<file path="src/rtl/lvds7_pkg.sv">
package lvds7_pkg;
  // Frame-clock lane pattern, bit 0 sent first: 1,1,0,0,0,1,1
  localparam logic [6:0] FCLK_DEF = 7'b1100011;
endpackage

</file>
<file path="src/rtl/lvds7_phase_gen.sv">
module lvds7_phase_gen #(
  parameter int RATIO = 7,
  localparam int PW = (RATIO > 1) ? $clog2(RATIO) : 1
) (
  input  logic          clk,
  input  logic          clr,
  output logic [PW-1:0] phase,
  output logic          load
);
  localparam logic [PW-1:0] LAST = PW'(RATIO - 1);

  always_ff @(posedge clk) begin
    if (clr)               phase <= '0;
    else if (phase == LAST) phase <= '0;
    else                   phase <= phase + 1'b1;
  end

  assign load = !clr && (phase == LAST);
endmodule

</file>
<file path="src/rtl/lvds7_lock_timer.sv">
module lvds7_lock_timer #(
  parameter int LOCK_WORDS = 4,
  localparam int CW = $clog2(LOCK_WORDS) + 1
) (
  input  logic clk,
  input  logic clr,
  input  logic load,
  output logic locked
);
  logic [CW-1:0] cnt;

  always_ff @(posedge clk) begin
    if (clr) begin
      cnt    <= '0;
      locked <= 1'b0;
    end else if (load && !locked) begin
      if (cnt == CW'(LOCK_WORDS - 1)) locked <= 1'b1;
      else                            cnt    <= cnt + 1'b1;
    end
  end

  // the enable source only turns on at a word boundary
  a_r7_lock_at_boundary: assert property (@(posedge clk) disable iff (clr)
    $rose(locked) |-> $past(load));
endmodule

</file>
<file path="src/rtl/lvds7_lane_shifter.sv">
module lvds7_lane_shifter #(
  parameter int RATIO = 7
) (
  input  logic             clk,
  input  logic             clr,
  input  logic             load,
  input  logic [RATIO-1:0] load_val,
  output logic             sout
);
  logic [RATIO-1:0] sr;

  always_ff @(posedge clk) begin
    if (clr)       sr <= '0;
    else if (load) sr <= load_val;
    else           sr <= {1'b0, sr[RATIO-1:1]};
  end

  assign sout = sr[0];
endmodule

</file>
<file path="src/rtl/lvds7_serializer.sv">
module lvds7_serializer
  import lvds7_pkg::*;
#(
  parameter int LANES      = 4,
  parameter int RATIO      = 7,
  parameter int LOCK_WORDS = 4,
  parameter logic [RATIO-1:0] FCLK_PATTERN = RATIO'(FCLK_DEF)
) (
  input  logic                   clk,
  input  logic                   rst,
  input  logic                   pd_n,
  input  logic [LANES*RATIO-1:0] par_word,
  output logic [LANES-1:0]       ser_data,
  output logic                   ser_fclk,
  output logic                   ser_oe
);
  localparam int PW = (RATIO > 1) ? $clog2(RATIO) : 1;

  logic             clr;
  logic [PW-1:0]    phase;
  logic             load;
  logic             locked;
  logic [LANES-1:0] lane_bit;
  logic             fclk_bit;

  assign clr = rst || !pd_n;

  lvds7_phase_gen #(.RATIO(RATIO)) u_phase (
    .clk(clk), .clr(clr), .phase(phase), .load(load)
  );

  lvds7_lock_timer #(.LOCK_WORDS(LOCK_WORDS)) u_lock (
    .clk(clk), .clr(clr), .load(load), .locked(locked)
  );

  for (genvar k = 0; k < LANES; k++) begin : g_lane
    lvds7_lane_shifter #(.RATIO(RATIO)) u_sh (
      .clk(clk), .clr(clr), .load(load),
      .load_val(par_word[k*RATIO +: RATIO]),
      .sout(lane_bit[k])
    );
  end

  lvds7_lane_shifter #(.RATIO(RATIO)) u_fclk (
    .clk(clk), .clr(clr), .load(load),
    .load_val(FCLK_PATTERN),
    .sout(fclk_bit)
  );

  always_ff @(posedge clk) begin
    if (clr) begin
      ser_oe   <= 1'b0;
      ser_data <= '0;
      ser_fclk <= 1'b0;
    end else begin
      ser_oe   <= locked;
      ser_data <= locked ? lane_bit : '0;
      ser_fclk <= locked && fclk_bit;
    end
  end

  // an idle link shows no activity
  a_r9_quiet_when_off: assert property (@(posedge clk)
    !ser_oe |-> (ser_data == '0) && !ser_fclk);

  // powerdown turns the enable off at the next edge
  a_r6_pd_disables: assert property (@(posedge clk) disable iff (rst)
    !pd_n |=> !ser_oe);

  // no dropout of the enable while running
  a_r8_oe_holds: assert property (@(posedge clk) disable iff (clr)
    ser_oe |=> ser_oe);

  // frame clock high on bit 0, low on bit 2
  a_r4_fclk_high_bit0: assert property (@(posedge clk) disable iff (clr)
    ser_oe && (phase == PW'(1)) |-> ser_fclk);
  a_r4_fclk_low_bit2: assert property (@(posedge clk) disable iff (clr)
    ser_oe && (phase == PW'(3)) |-> !ser_fclk);
endmodule

</file>
<file path="config.mk">
export PLATFORM = sky130hd
export DESIGN_NAME = lvds7_serializer
export DESIGN_NICKNAME = d
export VERILOG_FILES = /design/src/rtl/lvds7_pkg.sv /design/src/rtl/lvds7_phase_gen.sv /design/src/rtl/lvds7_lock_timer.sv /design/src/rtl/lvds7_lane_shifter.sv /design/src/rtl/lvds7_serializer.sv
export SDC_FILE = /design/constraint.sdc
export NUM_CORES = 1
export LEC_CHECK = 0
export CORE_UTILIZATION = 52
export CTS_BUF_LIST = sky130_fd_sc_hd__clkbuf_8
export DETAILED_ROUTE_END_ITERATION = 10
export PLACE_DENSITY = 0.85
export SLEW_MARGIN = 40
export SYNTH_ARGS = -nofsm -noshare
export SYNTH_HDL_FRONTEND = slang
export SYNTH_HIERARCHICAL = 1
export SYNTH_SLANG_ARGS = --single-unit
</file>
<file path="constraint.sdc">
create_clock -name clk -period 2.8 [get_ports clk]
set_input_delay 0.56 -clock clk [delete_from_list [all_inputs] [get_ports clk]]
set_output_delay 0.56 -clock clk [all_outputs]
set_load 0.05 [all_outputs]
</file>
==> results of run 1 <==
-- worst max-delay path, delay by kind of cell --
family	cells	cell delay, ns
and+or+nand+nor	3	0.46
buffers and inverters	2	0.87
muxes	1	0.25
-- kinds of logic after synthesis --
logic type	synth area share [%]
AND/OR/NAND/NOR	18.0
buffers and inverters	3.65
AO/OA/AOI/OAI	1.00
other	0.430
multiplexers	19.1
adder cells (fa/ha/maj)	2.87
flip-flops	55.0
-- layout make-up --
cell class,instances,area (µm²),share of cell area (%)
Clock inverter,1,30.0,1.32
Timing Repair Buffer,39,383,16.8
Inverter,2,7.51,0.329
Sequential cell,48,961,42.1
Multi-Input combinational cell,103,748,32.8
Tap cell,44,55.1,2.41
Clock buffer,7,96.3,4.22
-- routing by layer --
metal  up-vias  part of all wire, %  wire, µm  global-route usage [%]
li1        594                    -         -                       -
met1       559                   38      1070                    16.3
met2        27                   55      1530                    35.9
met3         7                  4.3       119                    5.84
met4         0                  2.3        65                    10.6
met5         -                    0         0                       0
-- power groups by stage --
stage / logic [mW] / registers [mW] / clock network [mW]
final: 0.0622 / 0.684 / 0.532
after global routing: 0.0678 / 0.685 / 0.567
after CTS: 0.0625 / 0.684 / 0.544
after detailed placement: 0.0622 / 0.700 / 0
after global placement: 0.0597 / 0.700 / 0
after floorplan: 0.0136 / 0.700 / 0
-- registers in the layout (all words and copies together), names as in the netlist --
name / flops
g_lane.u_sh/sr: 28
u_fclk/sr: 7
ser_data: 4
u_lock/cnt: 3
u_phase/phase: 3
ser_fclk: 1
ser_oe: 1
u_lock/locked: 1
-- synthesized netlist by cell type --
cell type	number
conb_1	2
nand2_1	1
or3b_1	1
nor3b_4	1
a21oi_1	2
and4b_1	5
inv_1	2
buf_6	5
nor2_1	36
nor2b_1	2
mux2_2	2
nand2b_1	4
ha_1	4
a21o_1	1
mux2i_1	31
and3b_2	6
dfxtp_1	48
-- per-stage QoR --
| step | area [µm²] | utilization (%) | hold WS [ns] | std cells | setup slack (ns) |
|---|---|---|---|---|---|
| 2_1_floorplan | 1770 | - | 0.417 | 158 | 0.203 |
| 3_3_place_gp | 2150 | 68.9 | 0.428 | 236 | 0.616 |
| 3_5_place_dp | 2150 | 68.9 | 0.449 | 236 | 0.503 |
| 4_1_cts | 2280 | 72.9 | 0.470 | 244 | 0.814 |
| 5_1_grt | 2280 | 72.9 | 0.489 | 244 | 0.723 |
| 6_report | 2280 | 72.9 | 0.465 | 244 | 0.826 |
-- path summary, 6_finish.rpt --
kind / slack, ns / from / endpoint / cells past startpoint
worst min-delay path: 0.46 / u_fclk/sr[4]$_SDFF_PP0_ / u_fclk/sr[3]$_SDFF_PP0_ / 2
worst max register to register: 1.16 / u_phase/phase[0]$_SDFF_PP0_ / g_lane[2].u_sh/sr[3]$_SDFF_PP0_ / 7
worst min register to register: 0.46 / u_fclk/sr[4]$_SDFF_PP0_ / u_fclk/sr[3]$_SDFF_PP0_ / 2
worst max-delay path: 0.83 / rst / g_lane[2].u_sh/sr[3]$_SDFF_PP0_ / 6
==> summary.md, run 1 <==
| Metric | Value |
|---|---|
| Status | complete, no violations |
| Worst EP arrival | 2.15 ns |
| Buffers inserted by post-CTS timing repair | 0 |
| Tightest Hold Check Type | register to register |
| Clock share of power | 41.6% |
| Post-DP HPWL | 1970 µm |
| Most common library cell in the layout ignoring fill and taps | dfxtp_1 |
| Portion of synthesized cell area occupied by the leading cell type | 55.0% |
| Cells along the critical path | clkdlybuf4s50_1, nand2b_1, nor2_4, buf_4, mux2i_1, nor2_1 |
| Initial Utilization | 55.8% |
| Post-DR vias/cell | 4.86 |
| RSZ-0062 raised after global routing | false |
| Slowest-stage cell, CP | clkdlybuf4s50_1 |
| CP Max Fanout | 28 |
| Boundary pin count | 37 |
| Growth of design area from synthesis to finish | 30.6% |
| Cell Rows | 20 |
| Worst path required time | 2.98 ns |
| Count of vias placed by the detailed router | 1187 |
| Layout Nets | 234 |
| Remaining routing DRC violations | 0 |
| Worst supply voltage drop on vdd | 0.000437 V |
| Post-cts repair resize count | 0 |
| Pwr/cell area | 560 nW/µm² |
| Startpoint-to-endpoint class of the critical path | input pin to register |
| Die outline width | 60.0 µm |
| CTS root buffer | clkbuf_8 |
| Critical path's largest stage delay | 0.49 ns |
| Number of buffers on the longest clock path | 2 |
| Floorplan core area | 3130 µm² |
| Clock-pin transition on the worst setup and hold timing paths | 0.08 ns |
| Area enclosed by the die boundary | 3590 µm² |
| Post-synth top area cell | dfxtp_1 |
| Max-cap violations | 0 |
| Detailed-router iteration count before antenna repair | 4 |
| Gate count after technology mapping | 153 |
| Upper clock frequency limit | 507 MHz |
| Synthesized area per cell | 11.4 µm² |
| Power consumption | 1.28 mW |
| Post-route clock skew | 0.00637 ns |
| Wire per inst | 11.4 µm |
| Congestion Overflow GR | 0 |
| CTS Hold Bufs | 0 |
| Fraction of layout instances using a drive strength above 1 | 10.5% |
| Number of synthesized register bits | 48 |
| Cell area after technology mapping | 1750 µm² |
| Synth Warn # | 6 |
| Portion of total power attributed to combinational logic | 4.9% |
| Largest net degree at the start of global routing | 45 |
| Synth cell types | 17 |
| Sequential power share | 53.5% |
| Antenna viol nets, final | 0 |
| Skew-Pair Late Insertion Delay | 0.30 ns |
| Fill cells | 231 |
| Final weighted congestion in routability-driven placement | 0.694 |
| Leading post-synthesis cells by cell area | dfxtp_1 (55%), mux2i_1 (18%), nor2_1 (7.7%), and3b_2 (3.4%), buf_6 (3.2%) |
| Cell internal power dissipation | 1.04 mW |
| Fraction of the yosys area taken by sequential cells | 55.0% |
| Number of port buffers | 36 |
| Antenna diode instance count | 0 |
| Die Y-Extent | 60.0 µm |
| Switching fraction of total power | 18.6% |
| Capturing element type of the critical path | register |
| Final hold vios | 0 |
| Number of antenna violations at the first check in global routing | 0 |
| First-pass GRT wire length | 4730 µm |
| Total global routing track utilization | 18.5% |
| TritonCTS sink count | 48 |
| Iteration-0 DRC count of the detailed router | 25 |
| Number of global-route vias before repair | 1192 |
| Final wirelength | 2790 µm |
| Switch Pwr | 0.238 mW |
| Clock tree from TritonCTS | built |
| Final setup violating endpoints | 0 |
| Final period util | 70.5% |
| Post-Route Setup TNS | 0 ns |
| Static leakage | 0.840 nW |
| Fin crit period | 1.97 ns |
| Level count of the clock H-tree | 2 |
| Most frequent cells in the layout | dfxtp_1 (48), clkdlybuf4s50_1 (36), nor2_1 (35) |
| Max-slew violation count | 0 |
| Inserted Clock Buffers | 5 |
| Crit start category | input pin |
(Power assumes the default switching activity.)
==> run 2, diff against run 1 <==
--- a/config.mk
+++ b/config.mk
@@ -5,10 +5,10 @@
 export SDC_FILE = /design/constraint.sdc
 export NUM_CORES = 1
 export LEC_CHECK = 0
-export CORE_UTILIZATION = 52
+export CORE_UTILIZATION = 47
 export CTS_BUF_LIST = sky130_fd_sc_hd__clkbuf_8
 export DETAILED_ROUTE_END_ITERATION = 10
-export PLACE_DENSITY = 0.85
+export PLACE_DENSITY = 0.82
 export SLEW_MARGIN = 40
 export SYNTH_ARGS = -nofsm -noshare
 export SYNTH_HDL_FRONTEND = slang
==> constraint.sdc (replaced) <==
create_clock -name clk -period 1.8 [get_ports clk]
set_input_delay 0.36 -clock clk [delete_from_list [all_inputs] [get_ports clk]]
set_output_delay 0.36 -clock clk [all_outputs]
set_load 0.05 [all_outputs]
==> run 2 against run 1 <==
- routed wire length up 2.9%
- flip-flop and latch count did not move
- sequential share of layout area shrank 0.61 points
- non-clock buffer count increased by 7
- critical path depth fell by 5
- first-iteration DRC count increased by 76%
- via count shrank 1.3%
==> summary.md, run 2 (synthesized netlist as in run 1, its figures left out) <==
| Metric | Value |
|---|---|
| Status | complete, no violations |
| Most flop-heavy register | g_lane.u_sh/sr |
| Largest registers | g_lane.u_sh/sr (28), u_fclk/sr (7), ser_data (4) |
| Number of global-route vias before repair | 1184 (-0.67%) |
| Launch point of the worst hold path | u_phase/phase[0]$_SDFF_PP0_ |
| Most utilized layer in the global route result | met2 |
| Remaining routing DRC violations | 0 (unchanged) |
| Clock-pin transition on the worst setup and hold timing paths | 0.08 ns (about the same) |
| Most frequent cells in the layout | dfxtp_1 (48), nor2_1 (35), clkdlybuf4s50_1 (33) |
| Cells along the critical path | clkdlybuf4s50_1 |
| Upper clock frequency limit | 571 MHz |
| Final wirelength | 2870 µm (+2.9%) |
| Antenna viol nets, final | 0 (unchanged) |
| Capturing element type of the critical path | output port |
| Number of buffers on the longest clock path | 2 (unchanged) |
| Register-to-Register Setup Slack | 0.26 ns (-0.90 ns) |
| Final worst setup slack | 0.0489 ns (-0.777 ns) |
| Layout Nets | 241 (+3.0%) |
| Congestion Overflow GR | 0 (unchanged) |
| Tightest Hold Check Type | register to register |
| Worst hold path endpoint | u_phase/phase[0]$_SDFF_PP0_ |
| CTS root buffer | clkbuf_8 |
| Boundary pin count | 37 (unchanged) |
| Clock tree from TritonCTS | built |
| Post-route clock skew | 0.00523 ns (-0.00114 ns) |
| Final period util | 97.3% |
| Detailed-router iteration count before antenna repair | 4 (unchanged) |
| Worst supply voltage drop on vdd | 0.000497 V (+14%) |
| Endpoint of the worst-slack reg-to-reg timing path | u_lock/cnt[0]$_SDFFE_PP0P_ |
| Number of antenna violations at the first check in global routing | 0 (unchanged) |
| Pwr/cell area | 770 nW/µm² (+37%) |
| Crit start category | register |
| Largest net degree at the start of global routing | 17 (-62%) |
| Number of port buffers | 36 (unchanged) |
| Critical path's largest stage delay | 0.79 ns (+0.30 ns) |
| Inserted Clock Buffers | 5 (unchanged) |
| TritonCTS sink count | 48 (unchanged) |
| Most common library cell in the layout ignoring fill and taps | dfxtp_1 |
| Post-DP HPWL | 2160 µm (+9.9%) |
| Post-DR vias/cell | 4.63 (-4.8%) |
| Slowest-stage cell, CP | clkdlybuf4s50_1 |
| CP Max Fanout | 1 (-96%) |
| Family with the most delay on the worst path | buffers and inverters |
| Relative slew slack | 65.6% |
| Worst-case reg-to-reg path depth | 6 (-1) |
| Max-slew violation count | 0 (unchanged) |
| Total global routing track utilization | 16.2% (-2.3 points) |
| Area enclosed by the die boundary | 3960 µm² (+10%) |
| Global routing usage on met2 | 29.8% (-6.0 points) |
| Level count of the clock H-tree | 2 (unchanged) |
| Fin crit period | 1.75 ns |
| Die outline width | 63.0 µm (+5.0%) |
| Met3 demand-to-capacity share in global routing | 3.83% (-2.0 points) |
| Met1 usage | 17.0% (+0.68 points) |
| Max-cap violations | 0 (unchanged) |
| Reg2Reg Launch Point | u_phase/phase[0]$_SDFF_PP0_ |
| Hold_ws | 0.462 ns (-0.00310 ns) |
| Count of vias placed by the detailed router | 1172 (-1.3%) |
| Static leakage | 0.926 nW (+10%) |
| Iteration-0 DRC count of the detailed router | 44 (+76%) |
| CTS Hold Bufs | 0 (unchanged) |
| Skew-Pair Late Insertion Delay | 0.29 ns (about the same) |
| Cell Rows | 21 (+5.0%) |
| Wire per inst | 11.3 µm (-0.72%) |
| Fill cells | 269 (+16%) |
| RSZ-0062 raised after global routing | false |
| Worst Path Buf+Inv | 1 (-1) |
| Startpoint-to-endpoint class of the critical path | register to output port |
| Fraction of layout instances using a drive strength above 1 | 13.0% (+2.5 points) |
| Final setup violating endpoints | 0 (unchanged) |
| Antenna diode instance count | 0 (unchanged) |
| Growth of design area from synthesis to finish | 32.5% |
| Floorplan core area | 3440 µm² (+10%) |
| Number of stages on the worst hold path | 1 (-1) |
| First-pass GRT wire length | 4960 µm (+4.8%) |
| Final weighted congestion in routability-driven placement | 0.698 (+0.59%) |
| Largest register FFs | 28 (unchanged) |
| Initial Utilization | 50.7% (-5.1 points) |
| Die Y-Extent | 63.0 µm (+5.0%) |
| Final hold vios | 0 (unchanged) |
| Worst path required time | 1.44 ns (-1.54 ns) |
| Placement Setup Slack | -0.0281 ns (-0.532 ns) |
| Worst-Margin Slew | 0.515 ns |
| Worst EP arrival | 1.39 ns (-0.76 ns) |
[run 2: cell count changes in the layout (fill, tap and decap cells not counted), sizes merged]
cell / before / now
buf: 3 / 10
bufinv: 1 / 0
clkbuf: 7 / 6
clkdlybuf4s50: 36 / 33
dlymetal6s2s: 0 / 3
inv: 2 / 4
[run 2: repair_timing]
action,4_1_cts,5_1_grt
resized for setup,0,3
setup buffers,0,0
hold endpoints to repair,0,0
endpoints found under the setup margin,0,3
[run 2: through the flow]
step	area, µm²	setup TNS [ns]	std cells	util, %	power, mW
floorplan	1780	0	158	-	1.11
finish	2310	0	253	67.2	1.78
global route	2310	0	253	67.2	1.88
CTS	2310	0	253	67.0	1.81
detailed placement	2220	-0.0534	245	64.4	1.20
global placement	2220	0	245	64.4	1.19
[run 2: worst max-delay path by stage]
stage / from / slack, ns / depth (start not counted) / to
3_3_place_gp: pd_n / 0.01 / 5 / u_lock/cnt[0]$_SDFFE_PP0P_
5_1_grt: ser_data[3]$_SDFF_PP0_ / 0.008 / 1 / ser_data[3]
2_1_floorplan: rst / 0.17 / 4 / u_lock/cnt[0]$_SDFFE_PP0P_
6_report: ser_data[1]$_SDFF_PP0_ / 0.05 / 1 / ser_data[1]
3_5_place_dp: pd_n / -0.03 / 5 / u_lock/cnt[0]$_SDFFE_PP0P_
4_1_cts: ser_data[2]$_SDFF_PP0_ / 0.0004 / 1 / ser_data[2]
[run 2: metal layers]
| layer | routed length [µm] | up-vias |
|---|---|---|
| met3 | 114 | 5 |
| met2 | 1500 | 27 |
| met1 | 1220 | 530 |
| met5 | 0 | - |
| li1 | - | 610 |
| met4 | 38 | 0 |
[run 2: layout make-up]
type	count	area (µm²)	area share [%]
Inverter	2	7.51	0.324
Tap cell	46	57.6	2.49
Sequential cell	48	961	41.5
Timing Repair Buffer	46	443	19.1
Clock inverter	2	7.51	0.324
Multi-Input combinational cell	103	756	32.6
Clock buffer	6	82.6	3.57
[run 2: power by group]
group	total, mW	switching, mW	internal [mW]	leakage (nW)
sequential	1.06	0.00174	1.06	0.387
combinational	0.107	0.0332	0.0740	0.485
clock	0.610	0.309	0.302	0.0538
total	1.78	0.344	1.44	0.926
==> run 3, diff against run 2 <==
--- a/config.mk
+++ b/config.mk
@@ -8,7 +8,7 @@
 export CORE_UTILIZATION = 47
 export CTS_BUF_LIST = sky130_fd_sc_hd__clkbuf_8
 export DETAILED_ROUTE_END_ITERATION = 10
-export PLACE_DENSITY = 0.82
+export PLACE_DENSITY = 0.89
 export SLEW_MARGIN = 40
 export SYNTH_ARGS = -nofsm -noshare
 export SYNTH_HDL_FRONTEND = slang
==> run 3 against run 2 <==
- non-clock buffer count shrank 1
- sequential power hardly changed
- worst setup slack lost 0.0088 ns
- via count up 1.5%
==> summary.md, run 3 (synthesized netlist as in run 1, its figures left out) <==
| Metric | Value |
|---|---|
| Status | complete, no violations |
| Worst-Margin Slew | 0.503 ns (-0.0118 ns) |
| Register-to-Register Setup Slack | 0.25 ns (about the same) |
| Buffers inserted by post-CTS timing repair | 0 (unchanged) |
| Final wirelength | 3080 µm (+7.3%) |
| Switching fraction of total power | 19.2% (-0.035 points) |
| Relative slew slack | 66.4% (+0.79 points) |
| Most frequent cells in the layout | dfxtp_1 (48), nor2_1 (35), clkdlybuf4s50_1 (34) |
| Most flop-heavy register | g_lane.u_sh/sr |
| Final hold vios | 0 (unchanged) |
| Die outline width | 63.0 µm (unchanged) |
| Boundary pin count | 37 (unchanged) |
| Launch point of the worst hold path | u_phase/phase[0]$_SDFF_PP0_ |
| Upper clock frequency limit | 568 MHz (-0.50%) |
| Congestion Overflow GR | 0 (unchanged) |
| Number of antenna violations at the first check in global routing | 0 (unchanged) |
| Number of stages on the worst hold path | 1 (unchanged) |
| Floorplan core area | 3440 µm² (unchanged) |
| Final setup violating endpoints | 0 (unchanged) |
| Post-route clock skew | 0.00585 ns (+0.000619 ns) |
| RSZ-0062 raised after global routing | false |
| Die Y-Extent | 63.0 µm (unchanged) |
| CTS root buffer | clkbuf_8 |
| CP Max Fanout | 1 (unchanged) |
| Worst Path Buf+Inv | 1 (unchanged) |
| Most common library cell in the layout ignoring fill and taps | dfxtp_1 |
| Pwr/cell area | 823 nW/µm² (+6.9%) |
| Total global routing track utilization | 17.7% (+1.5 points) |
| Layout Nets | 240 (-0.41%) |
| Remaining routing DRC violations | 0 (unchanged) |
| Cell Count Post-Placement | 244 (-0.41%) |
| Final weighted congestion in routability-driven placement | 0.696 (-0.34%) |
| Number of global-route vias before repair | 1265 (+6.8%) |
| Fin crit period | 1.76 ns (+0.00884 ns) |
| Iteration-0 DRC count of the detailed router | 48 (+9.1%) |
| TritonCTS sink count | 48 (unchanged) |
| Switch Pwr | 0.368 mW (+7.0%) |
| Area enclosed by the die boundary | 3960 µm² (unchanged) |
| Antenna viol nets, final | 0 (unchanged) |
| Inserted Clock Buffers | 5 (unchanged) |
| Portion of total power attributed to combinational logic | 5.7% (-0.3 points) |
| Startpoint-to-endpoint class of the critical path | register to output port |
| Post-DP HPWL | 2350 µm (+8.4%) |
| Worst EP arrival | 1.40 ns (about the same) |
| Reg2Reg Launch Point | u_phase/phase[0]$_SDFF_PP0_ |
| Sequential power share | 55.7% (-4.0 points) |
| Largest net degree at the start of global routing | 19 (+2) |
| Final period util | 97.8% (+0.49 points) |
| Clock tree from TritonCTS | built |
| Max-cap violations | 0 (unchanged) |
| Endpoint of the worst-slack reg-to-reg timing path | u_lock/cnt[2]$_SDFFE_PP0P_ |
| Max-slew violation count | 0 (unchanged) |
| Post-DR vias/cell | 4.72 (+1.9%) |
| Tightest Hold Check Type | register to register |
| Largest registers | g_lane.u_sh/sr (28), u_fclk/sr (7), ser_data (4) |
| Detailed-router iteration count before antenna repair | 4 (unchanged) |
| Largest register FFs | 28 (unchanged) |
| Cells along the critical path | clkdlybuf4s50_1 |
| Slowest-stage cell, CP | clkdlybuf4s50_1 |
| Growth of design area from synthesis to finish | 33.0% |
| Family with the most delay on the worst path | buffers and inverters |
| Finished layout cell area | 2320 µm² (+0.32%) |
| Count of non-filler cells in the finished layout | 252 (-0.40%) |
| Initial Utilization | 50.7% (unchanged) |
| First-pass GRT wire length | 5330 µm (+7.4%) |
| Cell Rows | 21 (unchanged) |
| Capturing element type of the critical path | output port |
| Crit start category | register |
| Clock share of power | 38.6% (+4.4 points) |
| Wire per inst | 12.2 µm (+7.7%) |
| Number of buffers on the longest clock path | 2 (unchanged) |
| Skew-Pair Late Insertion Delay | 0.30 ns (about the same) |
| Cell internal power dissipation | 1.54 mW (+7.3%) |
| Critical path's largest stage delay | 0.79 ns (about the same) |
| Worst path required time | 1.44 ns (about the same) |
| Clock-pin transition on the worst setup and hold timing paths | 0.08 ns (about the same) |
| Worst supply voltage drop on vdd | 0.000595 V (+20%) |
| Worst-case reg-to-reg path depth | 6 (unchanged) |
| Fraction of layout instances using a drive strength above 1 | 13.1% (+0.063 points) |
| Antenna diode instance count | 0 (unchanged) |
| Static leakage | 0.907 nW (-2.0%) |
| Count of vias placed by the detailed router | 1189 (+1.5%) |
| Worst hold path endpoint | u_phase/phase[0]$_SDFF_PP0_ |
| Number of port buffers | 36 (unchanged) |
| Level count of the clock H-tree | 2 (unchanged) |
| Launch point of the worst path | ser_data[0]$_SDFF_PP0_ |
| Placed instance area | 2210 µm² (-0.34%) |
## run 3: worst max path at each step
stage,end,slack [ns],cells after the start
after detailed placement,u_lock/cnt[2]$_SDFFE_PP0P_,-0.09,5
after global routing,ser_data[2],0.0007,1
final,ser_data[0],0.04,1
after CTS,ser_fclk,0.01,1
after global placement,u_lock/cnt[0]$_SDFFE_PP0P_,0.001,5
after floorplan,u_lock/cnt[0]$_SDFFE_PP0P_,0.17,4
## run 3: metal layers
layer / global-route usage [%] / wire [µm]
met1: 16.7 / 1140
met2: 33.7 / 1750
met3: 3.83 / 110
met4: 11.3 / 74
met5: 0 / 0
## run 3: through the flow
| step | power, mW | utilization (%) | worst slack [ns] | TNS, ns | hold slack [ns] |
|---|---|---|---|---|---|
| floorplan | 1.11 | - | 0.166 | 0 | 0.417 |
| global placement | 1.19 | 64.2 | 0.00128 | 0 | 0.425 |
| detailed placement | 1.20 | 64.2 | -0.0857 | -0.400 | 0.440 |
| CTS | 1.93 | 67.3 | 0.0139 | 0 | 0.457 |
| global route | 1.99 | 67.5 | 0.000708 | 0 | 0.469 |
| finish | 1.91 | 67.5 | 0.0401 | 0 | 0.453 |
## run 3: area by class of cell
type                            count  area [µm²]
Clock inverter                      3        38.8
Tap cell                           46        57.6
Multi-Input combinational cell    103         756
Timing Repair Buffer               45         433
Clock buffer                        5        68.8
Fill cell                         274        1120
Inverter                            2        7.51
Sequential cell                    48         961
## run 3: power groups by stage
stage	combinational, mW	sequential, mW	clock, mW
5_1_grt	0.117	1.07	0.811
4_1_cts	0.109	1.06	0.759
2_1_floorplan	0.0229	1.09	0
6_report	0.109	1.06	0.738
3_3_place_gp	0.103	1.09	0
3_5_place_dp	0.109	1.09	0
## run 3: timing repair
action,CTS,global route
hold endpoints to repair,0,0
hold buffers,0,0
gates resized for setup,0,2
setup endpoints to repair,0,2
